<file path="config.mk">
export PLATFORM = sky130hd
export DESIGN_NAME = pattern_window_detector
export DESIGN_NICKNAME = d
export VERILOG_FILES = /design/src/rtl/pwd_pkg.sv /design/src/rtl/pwd_shift_window.sv /design/src/rtl/pwd_fill_tracker.sv /design/src/rtl/pwd_match_decode.sv /design/src/rtl/pattern_window_detector.sv
export SDC_FILE = /design/constraint.sdc
export NUM_CORES = 1
export LEC_CHECK = 0
export BUFFER_PORTS_ARGS = -buffer_cell sky130_fd_sc_hd__buf_2
export CAP_MARGIN = 20
export CORE_AREA = 2 2 39 41
export DETAILED_ROUTE_END_ITERATION = 10
export DIE_AREA = 0 0 41 43
export GPL_TIMING_DRIVEN = 0
export HOLD_SLACK_MARGIN = 0.05
export PLACE_DENSITY = 0.3
export SKIP_LAST_GASP = 1
export SLEW_MARGIN = 20
export SYNTH_ARGS = -nofsm -noshare
export SYNTH_HDL_FRONTEND = slang
export SYNTH_SLANG_ARGS = --single-unit
</file>
<file path="constraint.sdc">
create_clock -name clk_i -period 1.4 [get_ports clk_i]
set_input_delay 0.14 -clock clk_i [delete_from_list [all_inputs] [get_ports clk_i]]
set_output_delay 0.14 -clock clk_i [all_outputs]
set_load 0.02 [all_outputs]
</file>
<file path="src/rtl/pwd_pkg.sv">
// Package: shared defaults and helpers for the sliding-window pattern detector.
// Assumes: the window is at least two bits wide.
package pwd_pkg;
    localparam int unsigned PWD_WIDTH   = 4;
    localparam logic [3:0]  PWD_PATTERN = 4'b1010;
    localparam logic [3:0]  PWD_PRESET  = 4'b1111;

    // Width of a counter that must reach the value n inclusive.
    function automatic int unsigned pwd_count_bits(input int unsigned n);
        return (n < 1) ? 1 : $clog2(n + 1);
    endfunction
endpackage

</file>
<file path="src/rtl/pwd_shift_window.sv">
// Module: pwd_shift_window
// Holds the last WIDTH serial bits. The newest bit enters at bit 0 and the
// oldest leaves from bit WIDTH-1. Synchronous active-low reset loads PRESET.
// Assumes: WIDTH >= 2.
module pwd_shift_window #(
    parameter int unsigned       WIDTH  = 4,
    parameter logic [WIDTH-1:0] PRESET = '1
) (
    input  logic             clk_i,
    input  logic             rst_n_i,
    input  logic             din_i,
    output logic [WIDTH-1:0] win_o
);
    // Shift one bit per clock, or reload the preset during reset.
    always_ff @(posedge clk_i) begin
        if (!rst_n_i) begin
            win_o <= PRESET;
        end else begin
            win_o <= {win_o[WIDTH-2:0], din_i};
        end
    end
endmodule

</file>
<file path="src/rtl/pwd_fill_tracker.sv">
// Module: pwd_fill_tracker
// Counts the bits shifted in since reset and saturates at DEPTH. filled_o
// goes high once the window holds only bits received after reset.
// Assumes: DEPTH >= 1.
module pwd_fill_tracker #(
    parameter int unsigned DEPTH = 4
) (
    input  logic clk_i,
    input  logic rst_n_i,
    output logic filled_o
);
    localparam int unsigned   CW    = pwd_pkg::pwd_count_bits(DEPTH);
    localparam logic [CW-1:0] LIMIT = CW'(DEPTH);

    logic [CW-1:0] count_q;

    // Saturating count of the bits accepted since the last reset.
    always_ff @(posedge clk_i) begin
        if (!rst_n_i) begin
            count_q <= '0;
        end else if (count_q != LIMIT) begin
            count_q <= count_q + CW'(1);
        end
    end

    assign filled_o = (count_q == LIMIT);
endmodule

</file>
<file path="src/rtl/pwd_match_decode.sv">
// Module: pwd_match_decode
// Compares the registered window with PATTERN bit by bit. The hit is
// qualified by the reset level and by an external fill qualifier.
// Assumes: win_i comes straight from flops, so the output is Moore.
module pwd_match_decode #(
    parameter int unsigned       WIDTH   = 4,
    parameter logic [WIDTH-1:0] PATTERN = '0
) (
    input  logic [WIDTH-1:0] win_i,
    input  logic             active_i,
    input  logic             qualify_i,
    output logic             match_o
);
    logic [WIDTH-1:0] bit_eq;

    // One equality cell per window bit.
    for (genvar g = 0; g < WIDTH; g++) begin : g_cmp
        assign bit_eq[g] = ~(win_i[g] ^ PATTERN[g]);
    end

    // Combine the cells with the reset and fill qualifiers.
    always_comb begin
        match_o = active_i & qualify_i & (&bit_eq);
    end
endmodule

</file>
<file path="src/rtl/pattern_window_detector.sv">
// Module: pattern_window_detector (top)
// Serial pattern detector. A shift window feeds a Moore match decode.
// FILL_GATE=1 holds the flag low until WIDTH bits have arrived since reset.
// Assumes: synchronous active-low reset; PRESET differs from PATTERN.
module pattern_window_detector #(
    parameter int unsigned       WIDTH     = pwd_pkg::PWD_WIDTH,
    parameter logic [WIDTH-1:0] PATTERN   = pwd_pkg::PWD_PATTERN,
    parameter logic [WIDTH-1:0] PRESET    = pwd_pkg::PWD_PRESET,
    parameter bit                FILL_GATE = 1'b0
) (
    input  logic             clk_i,
    input  logic             rst_n_i,
    input  logic             din_i,
    output logic [WIDTH-1:0] win_o,
    output logic             match_o
);
    logic qualify;

    pwd_shift_window #(
        .WIDTH  (WIDTH),
        .PRESET (PRESET)
    ) u_window (
        .clk_i   (clk_i),
        .rst_n_i (rst_n_i),
        .din_i   (din_i),
        .win_o   (win_o)
    );

    // Choose between the fill-qualified and the plain variant.
    if (FILL_GATE) begin : g_fill
        pwd_fill_tracker #(
            .DEPTH (WIDTH)
        ) u_fill (
            .clk_i    (clk_i),
            .rst_n_i  (rst_n_i),
            .filled_o (qualify)
        );
    end else begin : g_nofill
        assign qualify = 1'b1;
    end

    pwd_match_decode #(
        .WIDTH   (WIDTH),
        .PATTERN (PATTERN)
    ) u_decode (
        .win_i     (win_o),
        .active_i  (rst_n_i),
        .qualify_i (qualify),
        .match_o   (match_o)
    );
endmodule

</file>
; ---- After elaboration in Yosys (flattened, before gate mapping)
; Cells that the tools add are included.
[totals]
register_bits = 4
out_inout_bits = 5
word_cells = 5
[op_classes]
bitwise_logic = 3
reduce_logical = 1
[op_table]
columns = cell, count
row1 = $reduce_and A4 Y1, 1
row2 = $not A1 Y1, 2
row3 = $and A1 B1 Y1, 1

; ---- Logic depth before layout (Yosys ltp)
; Gate-level depths: netlist (run 1).
[depth]
ltp_word = 3
depth_mapped = 2
ltp_nobuf = 2

; ---- Modules after synthesis
; From an unflattened synthesis (run 1), not the netlist that was laid out.
[unflattened]
hier_cells = 12
area_unflattened_um2 = 128.9
[by_module_without_submodules]
columns = module, n_inst, cells_each, area_each_um2
row1 = pwd_shift_window, 1, 8, 105.1
row2 = pwd_match_decode, 1, 3, 20.0
row3 = pattern_window_detector, 1, 1, 3.8

; ---- Worst setup path before layout (run 1)
; No wires, ideal clock.
[synth_path]
kind = flip-flop to output port
startpoint = reg u_window.win_o[2]
endpoint = out match_o
t_arrival_ns = 0.881
required_ns = 1.260
setup_slack_ns = 0.379
stages_incl_launch_ff = 3
path_buffers = 0
path_cell_list = dfxtp_1 > nand2b_2 > nor3_2
[synth_via]
elab_chain_len = 3
[synth_lines]
columns = item, line_no
row1 = start: declaration, pwd_shift_window.sv:12  ; output logic [WIDTH-1:0] win_o
row2 = start signal: assignment, pwd_shift_window.sv:19  ; win_o <= {win_o[WIDTH-2:0], din_i};
row3 = $not A1 Y1, pwd_match_decode.sv:18  ; assign bit_eq[g] = ~(win_i[g] ^ PATTERN[g]);
row4 = $reduce_and A4 Y1, pwd_match_decode.sv:23  ; match_o = active_i & qualify_i & (&bit_eq);
row5 = $and A1 B1 Y1, pwd_match_decode.sv:23
row6 = end: declaration, pattern_window_detector.sv:15  ; output logic match_o
; Every way passes these cells.

; ---- Final worst setup path (run 1)
; Same ends and word-level chain as after synthesis.

==> run summary, run 1 <==
Worst-Skew Late Latency = 230 ps
Slew HR = 0.922
Io pins = 8
Most frequent cells in the layout = buf_2 (7), dfxtp_1 (4), nand2b_1 (3), clkbuf_4 (3)
Top cell type's share of synthesized area = 0.660
Std-Cell Rows = 14
CTS tree = done
Number of gates resized after cts = 0
FF/Latch Area = 80.1 µm²
Layout fillers = 157
First-pass GRT wire length = 379 µm
Tcrit/Tclk final = 0.832
Post-DRT Antenna Nets = 0
Die Footprint = 0.00176 mm²
Layout cells sized above 1 = 0.600
TritonCTS Sinks = 4
Vias post-DR = 113
Switching part of the total = 0.197
Initial antenna violation count = 0
Die W = 41 µm
Hold slack = 90.3 ps
Initial DRC count = 0
Hold Buf Count CTS = 0
Ant. Diodes = 0
Reg power frac = 0.439
Outcome = finished, final reports clean
DR pass1 iterations = 1
IO Port Bufs = 7
Yosys Warn Count = 0
Via/cell ratio = 3.14
Die height = 43 µm
Comb pwr share = 0.063
Top flop regs = u_window.win_o x4
Final setup fails = 0
Peak VDD IR = 0.000521 V
CP Class = reg2out
Crit path max fanout = 2
Yosys reg bits = 4
Distinct cells, synth = 5
Postcts setup bufs = 0
Worst Max-Slew Pin Slew = 116 ps
Largest net degree at the start of global routing = 5
Worst Hold Class = in2reg
Post-Syn Instances = 10
Max-cap viol count = 0
Routed len/inst = 6.64 µm
CP Capture Type = output pin
Post-Route Skew = 0.407 ps
RSZ-0062 raised after global routing = no
GR Util All Layers = 0.0402
Area Growth Syn to Fin = 63.9%
Placed Cells = 33
Final setup TNS = 0 ps
GR Overflow Total = 0
Layout Cells excl Fill = 36
Synth top area cells = dfxtp_1 (66%), nand2b_1 (15%), nor3_2 (8.2%)
Proportion of power drawn by the clock network = 0.498
Reg-to-Reg End = u_window.win_o[3]$_SDFF_PN1_
CTS Buf Count = 3
Synth Net Count = 13
CP startpoint kind = register
Post-synthesis sequential area ratio = 0.660
Worst hold start = din_i
Post-route cell area = 199 µm²
Initial Util = 0.0877
Vias in the first global route = 102
CORE AREA = 0.00138 mm²
Largest register FFs = 4
Hold Path Depth = 2
Worst R2R Start = u_window.win_o[2]$_SDFF_PN1_
Crit path DAT = 1020 ps
Depth of the CTS H-tree = 1
Switch Pwr = 54.2 µW
CP Data Required Time = 1260 ps
Avg Cell Area, Syn = 12.1 µm²
Post-synth top area cell = dfxtp_1
Final WL = 239 µm
Min cycle time layout = 1160 ps
Int Pwr = 221 µW
Final Slew Violations = 0
Mapped Area = 121 µm²
Leakage = 0.0000855 µW
Worst R2R Setup Slack = 810 ps
Worst Hold End = u_window.win_o[0]$_SDFF_PN1_
Worst-case reg-to-reg path depth = 1
FMAX = 859 MHz
Hold Violations, Final = 0
Area occupied by multi-input gates = 41.3 µm²
Root buf cell = clkbuf_4
Layout Nets = 25
DRC Markers = 0
CTS max path bufs = 2
Most flops, register = u_window.win_o
PwrDens = 1390 mW/mm²
Most common cell after layout, fill and taps aside = buf_2
Clock transition at path regs = 30 ps
RePlAce Congestion = 0.447
Instance area after placement = 176 µm²
power by group through the flow:
stage | sequential, µW | clock [µW] | combinational (µW)
after floorplan | 128 | 0 | 4.12
after CTS | 121 | 148 | 17.7
final | 121 | 137 | 17.4
after global routing | 121 | 156 | 18.6
after global placement | 123 | 0 | 17.4
after detailed placement | 123 | 0 | 17.6
layer usage:
metal | track usage | routed length [µm] | up-vias
li1 | - | - | 52
met1 | 0.0322 | 95 | 51
met2 | 0.0375 | 66 | 10
met3 | 0.0628 | 77 | 0
met4 | 0.0400 | 0 | 0
met5 | 0 | 0 | -
cell usage after synthesis:
library cell  number
dfxtp_1            4
nand2b_1           3
nand2_1            1
nand2b_2           1
nor3_2             1
through the flow:
| stage | setup slack (ps) | total power (µW) | util |
|---|---|---|---|
| after global routing | 144 | 296 | 0.144 |
| after detailed placement | 463 | 140 | 0.127 |
| after CTS | 209 | 286 | 0.144 |
| final | 235 | 276 | 0.144 |
| after floorplan | 379 | 132 | - |
| after global placement | 492 | 140 | 0.127 |
logic make-up (layout without fill, tap and decap cells):
kind of cell,after synthesis,in the layout,share of synthesized area
flip-flops,4,4,0.660
AND/OR/NAND/NOR,6,6,0.340
buffers and inverters,0,10,0
layout make-up:
class                      count  share of cell area
clock buffer                   3               0.113
multi-input combinational      6               0.208
sequential                     4               0.403
tap                           16               0.101
timing repair buffer           7               0.176
critical path, cell delays in order, from the launching register on:
cell      delay (ps)
dfxtp_1          300
nand2b_2         180
nor3_2           140
buf_2            180
worst max-delay path by stage:
stage                                            start  endpoint  slack [ps]  cells past startpoint
after floorplan           u_window.win_o[2]$_SDFF_PN1_   match_o         380                      2
after global placement    u_window.win_o[2]$_SDFF_PN1_   match_o         490                      3
after global routing      u_window.win_o[2]$_SDFF_PN1_   match_o         140                      3
final                     u_window.win_o[2]$_SDFF_PN1_   match_o         240                      3
after detailed placement  u_window.win_o[2]$_SDFF_PN1_   match_o         460                      3
after CTS                 u_window.win_o[2]$_SDFF_PN1_   match_o         210                      3
Power figures use the tool's default switching activity.
==> run 2: changes to the inputs <==
Clock period 1.4 ns to 0.99 ns, I/O delays scaled along.
==> run 2 against run 1 <==
  * The run now ends with negative setup slack left
  * Sequential share of layout area is 4.5 points lower
  * Count of clock-buffer cells in the layout stayed put
  * Global-route usage is 0.20 points lower
  * Die area stayed put
  * Hold slack better by 8.1 ps
  * Cell count is 2.8% higher
  * Via count stayed put
  * Clock power is 42% higher
  * Final area is 14% higher
  * Power is 44% higher
  * Non-clock buffer count is 1 higher
  * Sequential power is 42% higher
  * Critical endpoint unchanged
  * Highest routed layer unchanged
==> run summary, run 2 (synthesis gave the netlist of run 1 again) <==
Outcome = complete, but fails checks
Violated checks = negative setup slack
Std-Cell Rows = 14 (unchanged)
Final setup fails = 1 (+1)
Most frequent cells in the layout = buf_2 (6), nand2b_1 (3), clkbuf_4 (3), dfxtp_1 (3)
Vias post-DR = 113 (unchanged)
Max incr delay on CP = 320 ps (+20 ps)
Worst Hold End = u_window.win_o[1]$_SDFF_PN1_
Clock transition at path regs = 40 ps (about the same)
Area Growth Syn to Fin = 87.6%
Layout Nets = 26 (+4.0%)
Final Slew Violations = 0 (unchanged)
CTS max path bufs = 2 (unchanged)
Worst hold start = rst_n_i
CP Data Required Time = 890 ps (-370 ps)
Die height = 43 µm (unchanged)
CTS Buf Count = 3 (unchanged)
Worst Hold Class = in2reg
Crit path max fanout = 3 (+1)
CORE AREA = 0.00138 mm² (unchanged)
Cell Chain, Critical Path = nand2_1, nor3_4, buf_6
Tcrit/Tclk final = 1.05
GR Overflow Total = 0 (unchanged)
Placed Cells = 33 (unchanged)
IO Port Bufs = 7 (unchanged)
Layout Cells excl Fill = 37 (+2.8%)
Root buf cell = clkbuf_4
Vias in the first global route = 102 (unchanged)
Reg-to-Reg End = u_window.win_o[1]$_SDFF_PN1_
Initial DRC count = 0 (unchanged)
Worst Max-Slew Pin Slew = 148 ps (+32.2 ps)
Most common cell after layout, fill and taps aside = buf_2
Worst-Skew Late Latency = 230 ps (about the same)
Die W = 41 µm (unchanged)
Worst-case reg-to-reg path depth = 1 (unchanged)
Max-cap viol count = 0 (unchanged)
Initial Util = 0.0877 (unchanged)
Final Worst Setup Slack = -44.8 ps (-280 ps)
CP Capture Type = output pin
Io pins = 8 (unchanged)
Largest register FFs = 4 (unchanged)
Min cycle time layout = 1030 ps
DR pass1 iterations = 1 (unchanged)
Hold Violations, Final = 0 (unchanged)
GR Util All Layers = 0.0382 (-0.00201)
Worst R2R Start = u_window.win_o[0]$_SDFF_PN1_
FMAX = 966 MHz
Hold Path Depth = 2 (unchanged)
CP startpoint kind = register
Pwr Total = 398 µW (+44%)
Die Footprint = 0.00176 mm² (unchanged)
Routed len/inst = 6.65 µm (+0.15%)
CP Class = reg2out
Worst R2R Setup Slack = 410 ps (-400 ps)
Peak VDD IR = 0.000728 V (+40%)
Leakage = 0.000101 µW (+18%)
Depth of the CTS H-tree = 1 (unchanged)
Top flop regs = u_window.win_o x4
Crit path DAT = 940 ps (-80 ps)
Slowest cell on the critical path = dfxtp_2
Postcts setup bufs = 0 (unchanged)
Post-Route Skew = 1.58 ps (+1.17 ps)
Ant. Diodes = 0 (unchanged)
Most flops, register = u_window.win_o
Slew HR = 0.901 (-0.0212)
Final WL = 246 µm (+2.9%)
Initial antenna violation count = 0 (unchanged)
Post-DRT Antenna Nets = 0 (unchanged)
Via/cell ratio = 3.05 (-2.7%)
DRC Markers = 0 (unchanged)
RSZ-0062 raised after global routing = yes
RePlAce Congestion = 0.447 (unchanged)
TritonCTS Sinks = 4 (unchanged)
Layout cells sized above 1 = 0.619 (+0.0190)
PwrDens = 1750 mW/mm² (+26%)
First-pass GRT wire length = 379 µm (unchanged)
Layout fillers = 156 (-0.64%)
CTS tree = done
Largest net degree at the start of global routing = 5 (unchanged)
[run 2: changes by cell type in the layout (fill, tap and decap cells not counted)]
cell,delta
buf_6,+1
dfxtp_1,-1
nand2b_4,+1
buf_2,-1
dlygate4sd3_1,+1
nor3_2,-1
nand2b_2,-1
nor3_4,+1
dfxtp_2,+1
[run 2: critical path, delay by kind of cell, from the launching register on]
| kind | cells | cell delay (ps) |
|---|---|---|
| and+or+nand+nor | 2 | 250 |
| buffers and inverters | 1 | 130 |
| DFF | 1 | 320 |
[run 2: what timing repair did]
action	4_1_cts	5_1_grt
setup endpoints to repair	1	1
gates resized for setup	3	2
pin swaps	1	0
hold endpoints to repair	1	0
hold buffers	1	0
[run 2: cell type report]
type	count	area [µm²]	area share
multi-input combinational	6	52.6	0.231
timing repair buffer	8	51.3	0.225
clock buffer	3	22.5	0.0989
tap	16	20.0	0.0879
sequential	4	81.3	0.357
[run 2: layer usage]
| layer | vias to the layer above | share of wire | track usage |
|---|---|---|---|
| met1 | 52 | 0.45 | 0.0354 |
| met2 | 8 | 0.30 | 0.0375 |
| met4 | 0 | 0 | 0.0200 |
| li1 | 53 | - | - |
| met5 | - | 0 | 0 |
| met3 | 0 | 0.24 | 0.0628 |
[run 2: where the power goes]
| group | switching [µW] | internal (µW) |
|---|---|---|
| combinational | 16.6 | 13.8 |
| sequential | 4.27 | 168 |
| clock | 59.9 | 135 |
| total | 80.8 | 317 |
[run 2: through the flow]
stage	hold slack, ps	TNS (ps)	util	worst slack [ps]	instance area, µm²
2_1_floorplan	172	0	-	10.2	121
6_report	98.4	-44.8	0.165	-44.8	228
3_3_place_gp	283	0	0.127	123	176
3_5_place_dp	283	0	0.127	94.0	176
4_1_cts	89.6	-59.2	0.157	-59.2	218
5_1_grt	97.0	-110	0.165	-110	228
[run 2: worst max path at each step]
stage | depth (start not counted) | endpoint | startpoint | slack (ps)
floorplan | 2 | match_o | u_window.win_o[2]$_SDFF_PN1_ | 10
global placement | 3 | match_o | u_window.win_o[2]$_SDFF_PN1_ | 120
detailed placement | 3 | match_o | u_window.win_o[2]$_SDFF_PN1_ | 90
CTS | 3 | match_o | u_window.win_o[2]$_SDFF_PN1_ | -60
global route | 3 | match_o | u_window.win_o[1]$_SDFF_PN1_ | -110
finish | 3 | match_o | u_window.win_o[1]$_SDFF_PN1_ | -40
==> run 3: changes to the inputs <==
Settings changed: ABC_AREA from default to 1, GPL_ROUTABILITY_DRIVEN from default to 0.
==> run 3 against run 2 <==
  * The flow now finishes without violations
  * Die area unchanged
  * Area after synthesis is 2.1% higher
  * Clock power increased by 4%
  * Flip-flop and latch count unchanged
  * First-iteration DRC count increased by 6
  * Via count increased by 12%
  * Sequential share of layout area up 0.11 points
  * Highest routed layer unchanged
==> run summary, run 3 <==
CTS max path bufs = 2 (unchanged)
DRC Markers = 0 (unchanged)
Die Footprint = 0.00176 mm² (unchanged)
Ant. Diodes = 0 (unchanged)
Slowest cell on the critical path = dfxtp_2
Worst Max-Slew Pin Slew = 109 ps (-38.6 ps)
Post-DRT Antenna Nets = 0 (unchanged)
Yosys Warn Count = 0 (unchanged)
Post-Route Skew = 1.64 ps (+0.0610 ps)
Die height = 43 µm (unchanged)
Avg Cell Area, Syn = 8.85 µm² (-27%)
First-pass GRT wire length = 448 µm (+18%)
Depth of the CTS H-tree = 1 (unchanged)
Vias post-DR = 126 (+12%)
Initial DRC count = 6 (+6)
Proportion of power drawn by the clock network = 0.495 (+0.005)
Leakage = 0.000116 µW (+15%)
Largest net degree at the start of global routing = 5 (unchanged)
CTS tree = done
Crit-path leading delay family = flip-flops
Layout Nets = 31 (+19%)
CP Data Required Time = 890 ps (about the same)
Std-Cell Rows = 14 (unchanged)
Final Worst Setup Slack = 23.7 ps (+68.5 ps)
Initial Util = 0.0895 (+0.00181)
Top flop regs = u_window.win_o x4
Final Slew Violations = 0 (unchanged)
Worst-Skew Late Latency = 230 ps (about the same)
Most common cell after layout, fill and taps aside = buf_2
PwrDens = 1740 mW/mm² (-0.45%)
Routed len/inst = 6.43 µm (-3.3%)
Peak VDD IR = 0.000401 V (-45%)
Post-synthesis sequential area ratio = 0.646 (-0.0133)
Initial antenna violation count = 0 (unchanged)
Most flops, register = u_window.win_o
Crit path max fanout = 2 (-1)
TritonCTS Sinks = 4 (unchanged)
Pwr Total = 407 µW (+2.3%)
Final setup fails = 0 (-1)
Switching part of the total = 0.215 (+0.0122)
Min cycle time layout = 966 ps (-68.5 ps)
Vias in the first global route = 125 (+23%)
Worst Setup SP = u_window.win_o[0]$_SDFF_PN1_
CTS Buf Count = 3 (unchanged)
Crit path DAT = 870 ps (-70 ps)
Commonest cells post-synth = dfxtp_1 (4), inv_1 (4), nand2_1 (3)
Comb pwr share = 0.081 (+0.005)
Clock transition at path regs = 40 ps (about the same)
Synth top area cells = dfxtp_1 (65%), inv_1 (12%), nand2_1 (9.1%)
Synth Net Count = 17 (+4)
CP Class = reg2out
Largest register FFs = 4 (unchanged)
Io pins = 8 (unchanged)
Cell Chain, Critical Path = inv_2, nand3_2, nor2_2, buf_6
Mapped Area = 124 µm² (+2.1%)
Layout fillers = 162 (+3.8%)
Hold Violations, Final = 0 (unchanged)
Post-synth top area cell = dfxtp_1
Main synth FF type = dfxtp_1
Worst R2R Start = u_window.win_o[0]$_SDFF_PN1_
Slew HR = 0.928 (+0.0264)
Top cell type's share of synthesized area = 0.646 (-0.0133)
Pre-CTS setup slack = 208 ps (+115 ps)
Max-cap viol count = 0 (unchanged)
CP startpoint kind = register
Switch Pwr = 87.6 µW (+8.5%)
Crit path buffers/inverters = 2 (+1)
Outcome = finished, final reports clean
FMAX = 1030 MHz (+7.1%)
Int Pwr = 319 µW (+0.72%)
RSZ-0062 raised after global routing = yes
Die W = 41 µm (unchanged)
Reg power frac = 0.424 (-0.009)
DR pass1 iterations = 2 (+1)
CP Capture Type = output pin
IO Port Bufs = 7 (unchanged)
Max incr delay on CP = 310 ps (about the same)
Via/cell ratio = 3.00 (-1.8%)
Post-Syn Instances = 14 (+4)
Layout cells sized above 1 = 0.731 (+0.112)
GR Overflow Total = 0 (unchanged)
GR Util All Layers = 0.0452 (+0.00703)
Post-synth EDFFs = 0 (unchanged)
Worst Hold Class = in2reg
Most frequent cells in the layout = buf_2 (6), nand2_1 (3), clkbuf_4 (3), dfxtp_2 (3)
Worst hold start = rst_n_i
Distinct cells, synth = 6 (+1)
Final WL = 270 µm (+9.8%)
CORE AREA = 0.00138 mm² (unchanged)
Root buf cell = clkbuf_4
Area Growth Syn to Fin = 88.9%
Tcrit/Tclk final = 0.976 (-0.0692)
Yosys reg bits = 4 (unchanged)
Asr flop ratio synth = 0 (unchanged)
run 3: cell types whose count changed in the layout (fill, tap and decap cells not counted):
cell / delta
nand2_2: +1
nor3_4: -1
nand2b_4: -1
nand2b_1: -3
nand3_2: +1
nand2_1: +2
nor2_2: +1
dfxtp_2: +2
inv_2: +2
buf_4: +1
inv_1: +2
dfxtp_1: -2
run 3: area by class of cell:
type	count	area [µm²]	area share
Clock buffer	3	22.5	0.0963
Inverter	4	15.0	0.0642
Multi-Input combinational cell	6	33.8	0.144
Sequential cell	4	83.8	0.358
Tap cell	16	20.0	0.0856
Timing Repair Buffer	9	58.8	0.251
run 3: through the flow:
stage | TNS (ps) | util | cells | hold WS, ps | cell area, µm²
global route | -34.5 | 0.169 | 42 | 89.8 | 234
global placement | 0 | 0.129 | 37 | 270 | 179
finish | 0 | 0.169 | 42 | 79.3 | 234
detailed placement | 0 | 0.129 | 37 | 273 | 179
floorplan | 0 | - | 14 | 168 | 124
CTS | -20.3 | 0.168 | 42 | 72.2 | 233
run 3: cell families after synthesis:
group | share of synthesized area
AND/OR/NAND/NOR | 0.232
flip-flops | 0.646
buffers and inverters | 0.121
run 3: timing repair:
item	4_1_cts	5_1_grt
setup endpoints to repair	1	1
pin swaps	1	1
hold buffers	1	0
hold endpoints to repair	1	0
resized for setup	6	2
setup buffers	1	0
run 3: metal layers:
metal  track usage  share of wire  routed length (µm)
met2        0.0469           0.36                  96
met5             0              0                   0
met1        0.0386           0.43                 117
met3        0.0628           0.20                  55
met4        0.0400              0                   0
run 3: power by group through the flow:
stage	logic [µW]	registers [µW]	clock network [µW]
2_1_floorplan	6.79	180	0
3_3_place_gp	25.9	173	0
6_report	33.0	172	202
3_5_place_dp	26.4	173	0
5_1_grt	36.5	173	219
4_1_cts	33.7	172	213
run 3: final timing paths:
check                                                     to  slack, ps  cells after the start
worst max-delay path                                 match_o         20                      4
worst min-delay path            u_window.win_o[0]$_SDFF_PN1_         80                      2
worst max register to register  u_window.win_o[1]$_SDFF_PN1_        470                      2
worst min register to register  u_window.win_o[1]$_SDFF_PN1_        430                      2
run 3: worst register-to-register path, delay by kind of cell, from the launching register on:
family	cells	cell delay, ps
buffers and inverters	1	60
flip-flops	1	310
AND/OR/NAND/NOR	1	40
